<file path="src/rtl/seq_pkg.sv">
package seq_pkg;

   // Decoded class of one scenario word
   typedef enum logic [1:0] {
      OP_END  = 2'd0,
      OP_WAIT = 2'd1,
      OP_MOVE = 2'd2
   } op_e;

endpackage

</file>
<file path="src/rtl/seq_frame_counter.sv">
module seq_frame_counter #(
   parameter int FRAME_LEN = 5000,
   parameter int TIME_W    = 13
) (
   input  logic              clk_i,
   input  logic              rst_ni,
   input  logic              tick_i,
   output logic [TIME_W-1:0] cnt_o
);
   localparam logic [TIME_W-1:0] LAST = TIME_W'(FRAME_LEN - 1);

   logic [TIME_W-1:0] cnt_q;

   generate
      if (FRAME_LEN == (1 << TIME_W)) begin : g_natural_wrap
         always_ff @(posedge clk_i or negedge rst_ni) begin
            if (!rst_ni)     cnt_q <= '0;
            else if (tick_i) cnt_q <= cnt_q + 1'b1;
         end
      end else begin : g_compare_wrap
         always_ff @(posedge clk_i or negedge rst_ni) begin
            if (!rst_ni)     cnt_q <= '0;
            else if (tick_i) cnt_q <= (cnt_q == LAST) ? '0 : cnt_q + 1'b1;
         end
      end
   endgenerate

   assign cnt_o = cnt_q;

   AST_CNT_RANGE: assert property (@(posedge clk_i) disable iff (!rst_ni)
      cnt_q <= LAST);
   AST_CNT_FROZEN: assert property (@(posedge clk_i) disable iff (!rst_ni)
      !tick_i |=> $stable(cnt_q));
   AST_CNT_WRAP: assert property (@(posedge clk_i) disable iff (!rst_ni)
      (tick_i && cnt_q == LAST) |=> cnt_q == '0);

endmodule

</file>
<file path="src/rtl/seq_decode.sv">
module seq_decode
   import seq_pkg::*;
#(
   parameter int WORD_W = 16,
   parameter int TIME_W = 13,
   parameter int REG_AW = 7,
   parameter int REG_DW = 8
) (
   input  logic [WORD_W-1:0] word_i,
   output op_e               op_o,
   output logic [TIME_W-1:0] wtime_o,
   output logic [REG_AW-1:0] addr_o,
   output logic [REG_DW-1:0] data_o
);
   localparam int OPC_BIT = WORD_W - 1;

   always_comb begin
      if (word_i == '0)         op_o = OP_END;
      else if (word_i[OPC_BIT]) op_o = OP_WAIT;
      else                      op_o = OP_MOVE;
   end

   assign wtime_o = word_i[TIME_W-1:0];
   assign addr_o  = word_i[REG_AW+REG_DW-1:REG_DW];
   assign data_o  = word_i[REG_DW-1:0];

endmodule

</file>
<file path="src/rtl/seq_engine.sv">
module seq_engine
   import seq_pkg::*;
#(
   parameter int FRAME_LEN = 5000,
   parameter int TIME_W    = 13,
   parameter int MEM_AW    = 6,
   parameter int REG_AW    = 7,
   parameter int REG_DW    = 8
) (
   input  logic              clk_i,
   input  logic              rst_ni,
   input  logic              tick_i,
   input  logic              start_i,
   input  logic [TIME_W-1:0] cnt_i,
   input  op_e               op_i,
   input  logic [TIME_W-1:0] wtime_i,
   input  logic [REG_AW-1:0] addr_i,
   input  logic [REG_DW-1:0] data_i,
   output logic [MEM_AW-1:0] pc_o,
   output logic              stb_o,
   output logic [REG_AW-1:0] wr_addr_o,
   output logic [REG_DW-1:0] wr_data_o,
   output logic              busy_o,
   output logic              err_o
);
   localparam logic [TIME_W:0] LIMIT = (TIME_W + 1)'(FRAME_LEN);

   logic [MEM_AW-1:0] pc_q;
   logic              busy_q, err_q, stb_q;
   logic [REG_AW-1:0] addr_q;
   logic [REG_DW-1:0] data_q;
   logic              bad_wait;

   assign bad_wait = ({1'b0, wtime_i} >= LIMIT);

   always_ff @(posedge clk_i or negedge rst_ni) begin
      if (!rst_ni) begin
         pc_q   <= '0;
         busy_q <= 1'b0;
         err_q  <= 1'b0;
         stb_q  <= 1'b0;
         addr_q <= '0;
         data_q <= '0;
      end else begin
         stb_q <= 1'b0;
         if (!busy_q) begin
            if (start_i) begin
               busy_q <= 1'b1;
               err_q  <= 1'b0;
               pc_q   <= '0;
            end
         end else if (tick_i) begin
            unique case (op_i)
               OP_END: busy_q <= 1'b0;
               OP_WAIT: begin
                  if (bad_wait) begin
                     err_q  <= 1'b1;
                     busy_q <= 1'b0;
                  end else if (wtime_i == cnt_i) begin
                     pc_q <= pc_q + 1'b1;
                  end
               end
               OP_MOVE: begin
                  stb_q  <= 1'b1;
                  addr_q <= addr_i;
                  data_q <= data_i;
                  pc_q   <= pc_q + 1'b1;
               end
               default: busy_q <= 1'b0;
            endcase
         end
      end
   end

   assign pc_o      = pc_q;
   assign stb_o     = stb_q;
   assign wr_addr_o = addr_q;
   assign wr_data_o = data_q;
   assign busy_o    = busy_q;
   assign err_o     = err_q;

   AST_START_TAKEN: assert property (@(posedge clk_i) disable iff (!rst_ni)
      (start_i && !busy_q) |=> (busy_q && !err_q && pc_q == '0));
   AST_START_IGNORED: assert property (@(posedge clk_i) disable iff (!rst_ni)
      (busy_q && start_i && !tick_i) |=> (busy_q && $stable(pc_q)));
   AST_STB_AFTER_TICK: assert property (@(posedge clk_i) disable iff (!rst_ni)
      stb_q |-> $past(tick_i && busy_q));
   AST_IDLE_NO_STB: assert property (@(posedge clk_i) disable iff (!rst_ni)
      !busy_q |=> !stb_q);
   AST_ERR_IDLE: assert property (@(posedge clk_i) disable iff (!rst_ni)
      err_q |-> !busy_q);
   AST_NO_TICK_HOLD: assert property (@(posedge clk_i) disable iff (!rst_ni)
      (busy_q && !tick_i) |=> $stable(pc_q));

endmodule

</file>
<file path="src/rtl/frame_wr_seq.sv">
module frame_wr_seq
   import seq_pkg::*;
#(
   parameter int FRAME_LEN = 5000,
   parameter int TIME_W    = 13,
   parameter int WORD_W    = 16,
   parameter int MEM_AW    = 6,
   parameter int REG_AW    = 7,
   parameter int REG_DW    = 8
) (
   input  logic              clk_i,
   input  logic              rst_ni,
   input  logic              tick_en_i,
   input  logic              start_i,
   output logic [MEM_AW-1:0] mem_addr_o,
   input  logic [WORD_W-1:0] mem_data_i,
   output logic              wr_stb_o,
   output logic [REG_AW-1:0] wr_addr_o,
   output logic [REG_DW-1:0] wr_data_o,
   output logic              busy_o,
   output logic              err_o,
   output logic [TIME_W-1:0] frame_cnt_o
);
   initial begin : param_chk
      assert (FRAME_LEN >= 2 && FRAME_LEN <= (1 << TIME_W))
         else $error("FRAME_LEN does not fit TIME_W");
      assert (REG_AW + REG_DW + 1 <= WORD_W)
         else $error("move fields exceed WORD_W");
      assert (TIME_W + 1 <= WORD_W)
         else $error("wait field exceeds WORD_W");
   end

   logic [TIME_W-1:0] cnt;
   op_e               op;
   logic [TIME_W-1:0] wtime;
   logic [REG_AW-1:0] dec_addr;
   logic [REG_DW-1:0] dec_data;

   seq_frame_counter #(.FRAME_LEN(FRAME_LEN), .TIME_W(TIME_W)) u_cnt (
      .clk_i (clk_i),
      .rst_ni(rst_ni),
      .tick_i(tick_en_i),
      .cnt_o (cnt)
   );

   seq_decode #(.WORD_W(WORD_W), .TIME_W(TIME_W), .REG_AW(REG_AW), .REG_DW(REG_DW)) u_dec (
      .word_i (mem_data_i),
      .op_o   (op),
      .wtime_o(wtime),
      .addr_o (dec_addr),
      .data_o (dec_data)
   );

   seq_engine #(.FRAME_LEN(FRAME_LEN), .TIME_W(TIME_W), .MEM_AW(MEM_AW),
                .REG_AW(REG_AW), .REG_DW(REG_DW)) u_eng (
      .clk_i    (clk_i),
      .rst_ni   (rst_ni),
      .tick_i   (tick_en_i),
      .start_i  (start_i),
      .cnt_i    (cnt),
      .op_i     (op),
      .wtime_i  (wtime),
      .addr_i   (dec_addr),
      .data_i   (dec_data),
      .pc_o     (mem_addr_o),
      .stb_o    (wr_stb_o),
      .wr_addr_o(wr_addr_o),
      .wr_data_o(wr_data_o),
      .busy_o   (busy_o),
      .err_o    (err_o)
   );

   assign frame_cnt_o = cnt;

endmodule

</file>
<file path="config.mk">
export PLATFORM = sky130hd
export DESIGN_NAME = frame_wr_seq
export DESIGN_NICKNAME = d
export VERILOG_FILES = /design/src/rtl/seq_pkg.sv /design/src/rtl/seq_frame_counter.sv /design/src/rtl/seq_decode.sv /design/src/rtl/seq_engine.sv /design/src/rtl/frame_wr_seq.sv
export SDC_FILE = /design/constraint.sdc
export NUM_CORES = 1
export LEC_CHECK = 0
export CORE_ASPECT_RATIO = 1.5
export CORE_MARGIN = 2
export CORE_UTILIZATION = 40
export DETAILED_ROUTE_END_ITERATION = 7
export DONT_BUFFER_PORTS = 1
export GPL_ROUTABILITY_DRIVEN = 0
export GPL_TIMING_DRIVEN = 0
export PLACE_DENSITY_LB_ADDON = 0.2
export SLEW_MARGIN = 20
export SYNTH_ARGS = -nofsm -noshare
export SYNTH_HDL_FRONTEND = slang
export SYNTH_SLANG_ARGS = --single-unit
</file>
<file path="constraint.sdc">
create_clock -name clk_i -period 2.1 [get_ports clk_i]
set_clock_uncertainty 0.05 [all_clocks]
set_input_delay 0.525 -clock clk_i [delete_from_list [all_inputs] [get_ports clk_i]]
set_output_delay 0.525 -clock clk_i [all_outputs]
set_load 0.03 [all_outputs]
</file>
## Word level (Yosys, flattened, before mapping)

Cells that the tools add are included.

| word-level totals | value |
|---|---|
| register bits after elaboration | 37 |
| bits of input ports | 20 |
| output and inout bits | 37 |
| logic and storage cells | 47 |

| operators by class | value |
|---|---|
| add/subtract/negate cells | 2 |
| order comparisons | 1 |
| eq/ne operators | 10 |
| mux-type cells | 22 |
| reduce and logical (&&, ||, !) cells | 5 |

Operators by type and width:

| cell | count |
|---|---|
| $mux W6 | 5 |
| $logic_not A16 Y1 | 1 |
| $add A13 B1 Y13 const B | 1 |
| $eq A13 B13 Y1 | 1 |
| $eq A13 B13 Y1 const B | 1 |
| $ge A13 B13 Y1 const B | 1 |
| $mux W13 | 1 |
| $mux W1 | 12 |
| $pmux W6 S2 | 1 |
| $ne A3 B3 Y1 const B | 3 |
| $add A6 B1 Y6 const B | 1 |
| $ne A2 B2 Y1 const B | 3 |
| $reduce_and A5 Y1 | 1 |
| $mux W2 | 2 |
| $reduce_and A4 Y1 | 1 |
| $reduce_and A3 Y1 | 1 |
| $eq A2 B1 Y1 const B | 1 |
| $eq A2 B2 Y1 const B | 1 |
| $pmux W1 S2 | 1 |
| $reduce_bool A2 Y1 | 1 |

## Longest topological paths before layout

| logic depth | value |
|---|---|
| depth in word-level cells | 6 |
| gate-level depth with buffers | 8 |
| mapped depth without buffers | 6 |

## Cells and area by module

Synthesis repeated with hierarchy kept, for this count alone.

| second synthesis, totals | value |
|---|---|
| cell total of the unflattened synthesis | 205 |
| area total of the unflattened synthesis | 2,158.3 um^2 |

Modules (own cells, without submodules):

| module | instances | cells each | area each (um^2) | sequential area each (um^2) |
|---|---|---|---|---|
| seq_engine | 1 | 110 | 1,243.7 | 600.6 |
| seq_frame_counter | 1 | 61 | 668.1 | 325.3 |
| seq_decode | 1 | 34 | 246.5 | 0.0 |

## Worst setup path before layout

OpenSTA, ideal clock, no wires.

| timing | value |
|---|---|
| path type | reg2reg |
| start | register u_cnt.cnt_q[0], in the netlist u_cnt.cnt_o[0] |
| end | register u_cnt.cnt_q[8], in the netlist u_cnt.cnt_o[8] |
| setup time | 0.147 ns |
| arrival time | 1.881 ns |
| required time | 1.903 ns |
| slack | 0.022 ns |
| cell stages (with the launch flop) | 7 |
| period minus slack after synthesis | 2.078 ns |
| path through | dfrtp_1 -> ha_1 -> or4bb_1 -> nor3_2 -> and2_1 -> o21bai_1 -> a31oi_1 |

| on the way | value |
|---|---|
| longest elaborated chain between the ends | 2 |
| elaborated cells between the ends (all ways) | 3 |

Ends and longest elaborated chain:

| item | RTL line | text |
|---|---|---|
| start, declared | seq_frame_counter.sv:12 | `logic [TIME_W-1:0] cnt_q;` |
| start signal, assigned | seq_frame_counter.sv:23 | `else if (tick_i) cnt_q <= (cnt_q == LAST) ? '0 : cnt_q + 1'b1;` |
| $add A13 B1 Y13 / $eq A13 B13 Y1 (equally long branches) | seq_frame_counter.sv:23 |  |
| $mux W13 (*) | seq_frame_counter.sv:23 |  |

Mark *: on every way between the ends. The rest lies on a longest branch, timed or not.
A chain may end at the register's enable or synchronous reset.

## Worst setup path in the final report

| timing | value |
|---|---|
| start | register u_cnt.cnt_q[8], in the netlist u_cnt.cnt_o[8] |
| end | register u_eng.pc_q[2], in the netlist u_eng.pc_o[2] |

| on the way | value |
|---|---|
| longest elaborated chain between the ends | 3 |

Ends and longest elaborated chain:

| item | RTL line | text |
|---|---|---|
| $eq A13 B13 Y1 | seq_engine.sv:59 | `end else if (wtime_i == cnt_i) begin` |
| $ne A3 B3 Y1 (no line) | - |  |
| $reduce_and A5 Y1 (no line) | - |  |
| end signal, assigned | seq_engine.sv:60 | `pc_q <= pc_q + 1'b1;` |
| end signal, assigned | seq_engine.sv:67 | `pc_q <= pc_q + 1'b1;` |
| end, declared | seq_engine.sv:28 | `logic [MEM_AW-1:0] pc_q;` |

No other way between the ends.

==> run summary <==
status: completed
Filler Cells Inserted: 468
startpoint types: flip-flop
Slew Limit Headroom: 0.700
EDFF count, synth: 0
Placed Area: 2040 um^2
Post-synth top flop: dfrtp_1
FF-to-FF path depth: 7
Initial Util: 0.410
Residual DRC: 0
layout cell share with drive strength beyond 1: 0.361
diode count: 0
# H-tree levels: 2
crit-path leading delay family: simple AND/OR/NAND/NOR gates
largest net degree at the start of global routing: 38
via count: 1,343
Root Driver: clkbuf_8
Slew @ Worst Pin: 0.450 ns
worst path bufs/invs: 2
R2R Setup Slk: 0.08 ns
drt wl/cell: 17.7 um
Worst Path Class, Setup: reg -> reg
Core Region: 4770 um^2
synth-to-layout area growth: 16.9%
simple logic cell fraction of the synthesized area: 0.193
Slew Limit Fails: 0
clock sinks: 37
Synth Instances: 168
Seq pwr share: 0.580
post-synthesis mux area share: 0.0966
largest family of logic cells by synthesized area: simple AND/OR/NAND/NOR gates
die footprint: 5480 um^2
IO buf count: 0
clock-pin slew on the worst setup and hold paths: 0.07 ns
PwrDens: 1310 nW/um^2
final setup fails: 0
post-synthesis xor/xnor area fraction: 0.0985
worst vdd ir: 770 uV
min cycle time layout: 2.02 ns
switching pwr: 0.00135 W
Die Ht: 89.6 um
clock power share: 0.180
Post-Synth Adder-Cell Area: 0.0128
crit path DAT: 2.17 ns
worst-skew pair later-pin latency: 0.28 ns
mapped cell area: 1960 um^2
syn_nets: 190
CP cell instances: clkbuf_2, xor2_1, nor3_1, a31oi_4, or2_1, buf_6, o221ai_2
CTS tree: done
crit share post-route: 0.960
P_leak: 0.914 nW
CP Capture Type: flip-flop
Finished Core Util: 0.479
fin nets: 204
maxcap violations: 0
Ports: 57
Yosys Warn Count: 0
flops & latches, synth: 37
grt total ovfl: 0
TritonCTS Buffers: 5
DRT Pass-1 Iters: 4
crit-path max FO: 8
switching share of power: 0.451
total power: 0.00299 W
R2R Path Start: u_cnt.cnt_o[8]
area fraction in compound gates after synthesis: 0.0928
first-pass GRT wire length: 6.79 mm
Seq/Total Area, Yosys: 0.473
Die W: 61.1 um
Min-Delay Path Class: in -> async
worst hold margin: 0.0267 ns
Routed Antenna Nets: 0
Final HPWL DP: 3.42 mm
Hold Vio Cnt, Final: 0
R2R Path End: u_eng.pc_o[2]
GR Util All Layers: 0.170
power share of the combinational group: 0.240
slowest CP cell: dfrtp_1
Routed Wire Length: 4.40 mm
synth unique cells: 43
final instance area: 2290 um^2
syn_area_per_cell: 11.6 um^2
f_max: 496 MHz
P_int: 0.00164 W
initial antenna violation count: 0
Required @ worst endpoint: 2.25 ns
DR vias/cell: 5.39
Max Buffers Root-to-Sink: 2
Critical Path Max Stage Delay: 0.50 ns
vias in the first global route: 1,415
drt initial violations: 50
async set-reset flop share out of synthesis: 1.00
Core Rows: 31
## power by group through the flow
stage          clock network, W  logic [W]  registers, W
3_3_place_gp                  0   0.000639       0.00173
6_report               0.000539   0.000717       0.00173
2_1_floorplan                 0   0.000577       0.00165
4_1_cts                0.000552   0.000698       0.00173
3_5_place_dp                  0   0.000669       0.00174
5_1_grt                0.000584   0.000798       0.00178
## cells by family after synthesis
| family | count (synthesis) |
|---|---|
| compound gates | 21 |
| xor+xnor | 22 |
| fa+ha+maj | 2 |
| buf+inv | 9 |
| flops | 37 |
| mux | 17 |
| simple gates | 60 |
## sequential cells by signal, indices dropped and copies added (netlist names)
| signal | cells |
|---|---|
| u_eng.wr_addr_o | 7 |
| u_eng.stb_o | 1 |
| u_eng.err_o | 1 |
| u_eng.pc_o | 6 |
| u_cnt.cnt_o | 13 |
| u_eng.busy_o | 1 |
| u_eng.wr_data_o | 8 |
## synth_stat cells (2+ instances only)
library cell / count / area, um^2
dfrtp_1: 37 / 926
mux2_2: 15 / 169
xnor2_1: 13 / 114
nand2_1: 10 / 37.5
o21ai_0: 9 / 45.0
xor2_1: 9 / 78.8
nand3_1: 8 / 40.0
nor2_1: 7 / 26.3
nand4_1: 6 / 37.5
nand2b_1: 3 / 18.8
nand3b_1: 3 / 22.5
nor4_1: 3 / 18.8
and2_1: 2 / 12.5
and3_1: 2 / 12.5
buf_6: 2 / 22.5
clkbuf_1: 2 / 7.51
ha_1: 2 / 25.0
inv_1: 2 / 7.51
mux2i_1: 2 / 20.0
nor2_2: 2 / 12.5
nor3_1: 2 / 10.0
nor4_4: 2 / 42.5
o211ai_2: 2 / 25.0
o21ai_2: 2 / 17.5
o221ai_2: 2 / 30.0
or3_1: 2 / 12.5
## cells in the final DEF (no fill, tap or decap), drive strengths merged
master / n
mux2i: 2
o21ai: 11
and2: 2
ha: 2
nand4b: 1
nand2b: 3
o21bai: 1
nand2: 10
o211ai: 2
nor4: 5
nand4: 7
dfrtp: 37
nand3: 8
nor2: 9
o221ai: 2
a31oi: 2
mux2: 15
inv: 2
clkbuf: 10
a21boi: 1
buf: 11
xnor2: 13
xor2: 9
o311ai: 1
or4b: 1
or4bb: 1
or2: 2
o31ai: 1
nor3: 3
clkinv: 1
or3: 2
and4: 1
nand3b: 3
and3: 2
## routing by layer
metal,share of wire,wire (um),global-route usage
met2,0.58,2580,0.317
met3,0.067,295,0.0559
met5,0,0,0
met1,0.34,1490,0.170
met4,0.0086,38,0.0553
## worst register-to-register path: stages (launching register included)
cell and delay (ns):
dfrtp_1 0.50, clkbuf_2 0.23, xor2_1 0.18, nor3_1 0.31, a31oi_4 0.15, or2_1 0.26, buf_6 0.14, o221ai_2 0.12
## worst max path at each step
stage                                 to      startpoint  cells past startpoint  slack (ns)
after floorplan           u_cnt.cnt_o[8]  u_cnt.cnt_o[0]                      6        0.02
after global placement    u_cnt.cnt_o[8]  u_cnt.cnt_o[1]                      6       -0.24
after detailed placement  u_cnt.cnt_o[8]  u_cnt.cnt_o[1]                      6       -0.27
after CTS                 u_cnt.cnt_o[8]  u_cnt.cnt_o[5]                      5       0.009
after global routing       u_eng.pc_o[4]  u_cnt.cnt_o[9]                      8       -0.01
final                      u_eng.pc_o[2]  u_cnt.cnt_o[8]                      7        0.08
## stage by stage
stage          instances  TNS, ns  worst slack [ns]
2_1_floorplan        168        0            0.0220
3_3_place_gp         234   -0.769            -0.238
3_5_place_dp         234    -1.43            -0.270
4_1_cts              243        0           0.00928
5_1_grt              249  -0.0290           -0.0134
6_report             249        0            0.0831
## cell type report
| cell class | instances | area (um^2) | share of cell area |
|---|---|---|---|
| Tap cell | 66 | 82.6 | 0.0361 |
| Sequential cell | 37 | 938 | 0.411 |
| Clock inverter | 1 | 5.00 | 0.00219 |
| Buffer | 7 | 60.1 | 0.0263 |
| Inverter | 2 | 7.51 | 0.00328 |
| Timing Repair Buffer | 7 | 65.1 | 0.0285 |
| Multi-Input combinational cell | 122 | 1030 | 0.451 |
| Clock buffer | 7 | 96.3 | 0.0421 |
## timing repair
action | CTS | global route
pin swaps | 1 | 11
hold buffers | 1 | 0
endpoints found under the hold margin | 37 | 0
setup endpoints to repair | 7 | 16
resized for setup | 7 | 17
setup buffers | 0 | 6
Note: power is estimated with default switching activity, not from simulation.
